$ cat src/rtl/mcm_pkg.sv
package mcm_pkg;

   // constants realised by the adder graph
   localparam int K_LO = 23;
   localparam int K_HI = 81;

   // shift amounts used by the graph: t = (x<<3)+x, hi = (t<<3)+t, lo = (x<<5)-t
   localparam int SH_T  = 3;
   localparam int SH_HI = 3;
   localparam int SH_LO = 5;

   // number of adder levels in the graph
   localparam int GRAPH_DEPTH = 2;

   // growth in bits needed to hold the largest product (81 < 2^7)
   localparam int PROD_GROWTH = 7;
   // growth in bits for the shared 9x term (9 < 2^4)
   localparam int MID_GROWTH  = 4;

   function automatic int prod_width(input int w);
      return w + PROD_GROWTH;
   endfunction

   function automatic int mid_width(input int w);
      return w + MID_GROWTH;
   endfunction

endpackage

$ cat src/rtl/mcm_shift_addsub.sv
module mcm_shift_addsub #(
   parameter int IW_A = 8,
   parameter int IW_B = 8,
   parameter int OW   = 12,
   parameter int SH_A = 3,
   parameter int SH_B = 0,
   parameter int SUB  = 0,
   parameter int REG  = 1
) (
   input  logic                   clk,
   input  logic signed [IW_A-1:0] a,
   input  logic signed [IW_B-1:0] b,
   output logic signed [OW-1:0]   y
);

   // elaboration-time parameter checks
   if (OW < IW_A + SH_A) begin : g_bad_a
      $error("mcm_shift_addsub: OW too small for shifted operand a");
   end
   if (OW < IW_B + SH_B) begin : g_bad_b
      $error("mcm_shift_addsub: OW too small for shifted operand b");
   end
   if (SUB != 0 && SUB != 1) begin : g_bad_sub
      $error("mcm_shift_addsub: SUB must be 0 or 1");
   end
   if (REG != 0 && REG != 1) begin : g_bad_reg
      $error("mcm_shift_addsub: REG must be 0 or 1");
   end

   logic signed [OW-1:0] a_ext;
   logic signed [OW-1:0] b_ext;
   logic signed [OW-1:0] a_sh;
   logic signed [OW-1:0] b_sh;
   logic signed [OW-1:0] res;

   // sign-extend before shifting so negative inputs stay exact
   assign a_ext = OW'(a);
   assign b_ext = OW'(b);
   assign a_sh  = a_ext <<< SH_A;
   assign b_sh  = b_ext <<< SH_B;

   if (SUB == 1) begin : g_sub
      assign res = a_sh - b_sh;
   end else begin : g_add
      assign res = a_sh + b_sh;
   end

   if (REG == 1) begin : g_reg
      always_ff @(posedge clk) begin
         y <= res;
      end
   end else begin : g_comb
      assign y = res;
   end

endmodule

$ cat src/rtl/mcm_data_delay.sv
module mcm_data_delay #(
   parameter int WD  = 8,
   parameter int REG = 1
) (
   input  logic          clk,
   input  logic [WD-1:0] d,
   output logic [WD-1:0] q
);

   if (WD < 1) begin : g_bad_wd
      $error("mcm_data_delay: WD must be at least 1");
   end

   if (REG == 1) begin : g_reg
      always_ff @(posedge clk) begin
         q <= d;
      end
   end else begin : g_pass
      assign q = d;
   end

endmodule

$ cat src/rtl/mcm_valid_pipe.sv
module mcm_valid_pipe #(
   parameter int DEPTH = 2
) (
   input  logic clk,
   input  logic rst,
   input  logic d,
   output logic q
);

   if (DEPTH < 0) begin : g_bad_depth
      $error("mcm_valid_pipe: DEPTH must not be negative");
   end

   if (DEPTH == 0) begin : g_pass
      assign q = d;
   end else begin : g_pipe
      logic [DEPTH-1:0] sr;
      always_ff @(posedge clk) begin
         if (rst) begin
            sr <= '0;
         end else begin
            sr[0] <= d;
            for (int i = 1; i < DEPTH; i++) begin
               sr[i] <= sr[i-1];
            end
         end
      end
      assign q = sr[DEPTH-1];
   end

endmodule

$ cat src/rtl/mcm_const_mult.sv
module mcm_const_mult
   import mcm_pkg::*;
#(
   parameter int W         = 12,
   parameter int PIPELINED = 1,
   localparam int PW       = prod_width(W)
) (
   input  logic                 clk,
   input  logic                 rst,
   input  logic                 in_valid,
   input  logic signed [W-1:0]  x_in,
   output logic                 out_valid,
   output logic signed [PW-1:0] prod23,
   output logic signed [PW-1:0] prod81
);

   localparam int TW  = mid_width(W);
   localparam int LAT = (PIPELINED == 1) ? GRAPH_DEPTH : 0;

   // elaboration-time parameter checks
   if (W < 2) begin : g_bad_w
      $error("mcm_const_mult: W must be at least 2");
   end
   if (PIPELINED != 0 && PIPELINED != 1) begin : g_bad_mode
      $error("mcm_const_mult: PIPELINED must be 0 or 1");
   end

   // level 1: shared term t9 = (x<<3) + x
   logic signed [TW-1:0] t9;
   logic signed [W-1:0]  x_d;

   mcm_shift_addsub #(
      .IW_A(W), .IW_B(W), .OW(TW),
      .SH_A(SH_T), .SH_B(0), .SUB(0), .REG(PIPELINED)
   ) u_lvl1_t9 (
      .clk(clk), .a(x_in), .b(x_in), .y(t9)
   );

   // x aligned with t9 for the level-2 subtraction
   mcm_data_delay #(
      .WD(W), .REG(PIPELINED)
   ) u_lvl1_xd (
      .clk(clk), .d(x_in), .q(x_d)
   );

   // level 2: hi = (t9<<3) + t9 = 81x
   mcm_shift_addsub #(
      .IW_A(TW), .IW_B(TW), .OW(PW),
      .SH_A(SH_HI), .SH_B(0), .SUB(0), .REG(PIPELINED)
   ) u_lvl2_hi (
      .clk(clk), .a(t9), .b(t9), .y(prod81)
   );

   // level 2: lo = (x<<5) - t9 = 23x
   mcm_shift_addsub #(
      .IW_A(W), .IW_B(TW), .OW(PW),
      .SH_A(SH_LO), .SH_B(0), .SUB(1), .REG(PIPELINED)
   ) u_lvl2_lo (
      .clk(clk), .a(x_d), .b(t9), .y(prod23)
   );

   mcm_valid_pipe #(
      .DEPTH(LAT)
   ) u_vld (
      .clk(clk), .rst(rst), .d(in_valid), .q(out_valid)
   );

endmodule


$ cat config.mk
export PLATFORM = sky130hd
export DESIGN_NAME = mcm_const_mult
export DESIGN_NICKNAME = d
export VERILOG_FILES = /design/src/rtl/mcm_pkg.sv /design/src/rtl/mcm_shift_addsub.sv /design/src/rtl/mcm_data_delay.sv /design/src/rtl/mcm_valid_pipe.sv /design/src/rtl/mcm_const_mult.sv
export SDC_FILE = /design/constraint.sdc
export NUM_CORES = 1
export LEC_CHECK = 0
export BUFFER_PORTS_ARGS = -buffer_cell sky130_fd_sc_hd__clkbuf_2
export CORE_UTILIZATION = 54
export CTS_BUF_LIST = sky130_fd_sc_hd__clkbuf_8 sky130_fd_sc_hd__clkbuf_16
export DETAILED_ROUTE_END_ITERATION = 10
export GPL_ROUTABILITY_DRIVEN = 1
export GPL_TIMING_DRIVEN = 0
export PLACE_DENSITY = 0.88
export SLEW_MARGIN = 20
export SYNTH_ARGS = -nofsm -noshare
export SYNTH_HDL_FRONTEND = slang
export SYNTH_SLANG_ARGS = --single-unit
$ cat constraint.sdc
create_clock -name clk -period 3.9 [get_ports clk]
set_clock_uncertainty 0.2 [all_clocks]
set_input_delay 0.39 -clock clk [delete_from_list [all_inputs] [get_ports clk]]
set_output_delay 0.39 -clock clk [all_outputs]
set_load 0.1 [all_outputs]
==> reports/metrics.yaml <==
finish:
  layout_commonest_cell: "dfxtp_1"
  diodes: 0
  multi_input_area_mm2: 0.00179
  layout-drive-gt1-share: 0.194
  fillers: 454
  regArea_mm2: 0.00124
  layout_common_cells: "62 x dfxtp_1, 53 x clkbuf_2, 38 x ha_1, 26 x inv_1"
  fin_nets: 453
  syn_to_final_growth_pct: 18.8
clock_network:
  cts_buffers: 9
  post-cts-setup-buffers: 0
  clk_latency_ns: 0.34
  cts_tree: "built"
  htree_levels: 3
  clk_path_buf_depth: 2
  cts_resized: 0
  clk_pin_slew_ns: 0.06
  cts_root_buffer: "clkbuf_8"
  cts.sinks: 62
floorplanning:
  core_mm2: 0.00557
  die_y_um: 78.3
  start_util: 0.565
  num_rows: 27
  dieArea_mm2: 0.00614
  io_pins: 54
  die_w_um: 78.3
drt:
  via_count: 2583
  dr.pass1.iters: 6
  drc: 0
  drt_iter0_drc: 107
  viasPerCell: 5.44
  routedWlPerCell_um: 13.3
  drtAntennaViolNets: 0
  drt_wl_total_mm: 6.31
timing:
  tightestPinTransition_ns: 0.540
  rsz0062_at_grt: "false"
  fmax_mhz: 345
  post-route-min-period_ns: 2.90
  relSlewSlack: 0.641
  period_share: 0.743
  finalSetupTns_ns: 0
  report.final.hold_viol_count: 0
  setup_viol: 0
  drv_slew: 0
critical_path:
  crit_arrival_ns: 2.93
  start_kind: "primary input"
  cp_cell_sequence: "dlygate4sd3_1, clkbuf_2, ha_1, fa_1, a21oi_2, o211ai_1, or4_1, a2111o_1, o311ai_1"
  crit_type: "primary input to register"
  slowest_stage: "dlygate4sd3_1"
  cp_data_required_time_ns: 3.93
  path_max_fanout: 2
  end_kind: "register"
  slowest_delay_ns: 0.53
synthesis:
  synthArstFlopShare: 0
  syn_avg_cell_area_um2: 9.56
  synthCells: 329
  synth_edf_count: 0
  seq_area_frac_synth: 0.394
  yosys_warnings: 0
  synth_flop_cell: "dfxtp_1"
  syn-num-nets: 384
  synth-seq-cells: 62
  syn-cell-area_mm2: 0.00315
  yosysUniqueCellTypes: 54
run:
  max-cap-violations: 0
grt:
  gr-total-overflow: 0
  grt_start_max_net_pins: 11
  grt_pass1_wl_mm: 10.4
  grt_usage: 0.220
  grt_pass1_vias: 2384
  antenna_found_initial: 0
place:
  gp_congestion: 0.894
  hpwl_mm: 4.77
  io_buffers: 53
status:
  status: "complete, no violations"
worst_hold_path:
  hold_path.class: "primary input to register"
==> sequential cells by signal, indices dropped and copies added, names as in the netlist <==
| signal | flops |
|---|---|
| u_lvl2_hi.y | 18 |
| u_lvl2_lo.y | 18 |
| u_lvl1_t9.y | 13 |
| u_lvl1_xd.q | 11 |
| u_vld.g_pipe.sr | 2 |
==> logic make-up (layout without fill, tap and decap cells) <==
kind of cell               Yosys count  after routing  synth area share
and+or+nand+nor                     86             86             0.131
AOI/OAI and AO/OA                   81             81             0.186
DFF                                 62             62             0.394
adders and majority gates           40             40             0.164
buffers and inverters               29            103            0.0370
xor gates and xnor gates            28             28            0.0779
muxes                                3              3           0.00954
==> critical path, delay by kind of cell <==
kind / cells / cell delay, ns
compound gates: 4 / 0.80
fa+ha+maj: 2 / 0.64
buf+inv: 2 / 0.65
simple gates: 1 / 0.45
==> final cells by class <==
type / instances / area share
flip-flops and latches: 62 / 0.332
inverters: 25 / 0.0251
well taps: 72 / 0.0241
plain buffers: 4 / 0.00602
clock inverters: 4 / 0.00569
repair buffers: 58 / 0.0843
clock buffers: 12 / 0.0442
multi-input cells: 238 / 0.479
==> per-layer routing <==
layer  up-vias  share of wire  track usage
met5         -              0            0
met4         0          0.022       0.0963
met3        14          0.039       0.0593
met2        69           0.49        0.379
met1      1177           0.45        0.254
li1       1323              -            -
==> Yosys cell counts (2+ instances only) <==
cell / instances / share of area
a211oi_1: 2 / 0.0048
a21o_1: 6 / 0.014
a21oi_1: 21 / 0.033
a311o_1: 2 / 0.0064
a31oi_1: 2 / 0.0040
buf_4: 2 / 0.0048
clkbuf_1: 2 / 0.0024
dfxtp_1: 62 / 0.39
fa_1: 2 / 0.013
ha_1: 38 / 0.15
inv_1: 25 / 0.030
mux2i_1: 3 / 0.0095
nand2_1: 19 / 0.023
nand3_1: 14 / 0.022
nand3b_1: 2 / 0.0048
nor2_1: 25 / 0.030
nor2b_1: 3 / 0.0060
nor3_1: 11 / 0.017
o2111ai_1: 2 / 0.0056
o211ai_1: 6 / 0.014
o21a_1: 4 / 0.0095
o21ai_0: 12 / 0.019
o21bai_1: 4 / 0.0095
o311a_1: 2 / 0.0064
o31ai_1: 2 / 0.0048
or3_1: 2 / 0.0040
xnor2_1: 25 / 0.070
xor2_1: 3 / 0.0084
==> worst paths after layout <==
kind	from	endpoint	slack (ns)	depth (start not counted)
min	x_in[11]	u_lvl1_t9.y[15]	0.01	1
max reg2reg	u_lvl1_t9.y[3]	u_lvl2_hi.y[15]	1.36	7
min reg2reg	u_lvl1_xd.q[0]	u_lvl2_lo.y[0]	0.22	0
max	x_in[0]	u_lvl1_t9.y[13]	1.00	9
==> stage by stage <==
step	cells	util	hold WS, ns	cell area (um^2)	setup slack [ns]
2_1_floorplan	329	-	0.183	3150	1.50
3_3_place_gp	454	0.628	0.200	3500	1.26
3_5_place_dp	454	0.628	0.200	3500	1.22
4_1_cts	475	0.671	0.00153	3740	1.01
5_1_grt	475	0.671	0.00556	3740	0.937
6_report	475	0.671	0.0101	3740	1.00
==> timing repair <==
action	CTS	global route
hold buffers	5	0
endpoints found under the setup margin	0	0
endpoints found under the hold margin	5	0
Power is not shown: default switching activity piles up to over one toggle a cycle in this logic, so the estimate is an artifact.
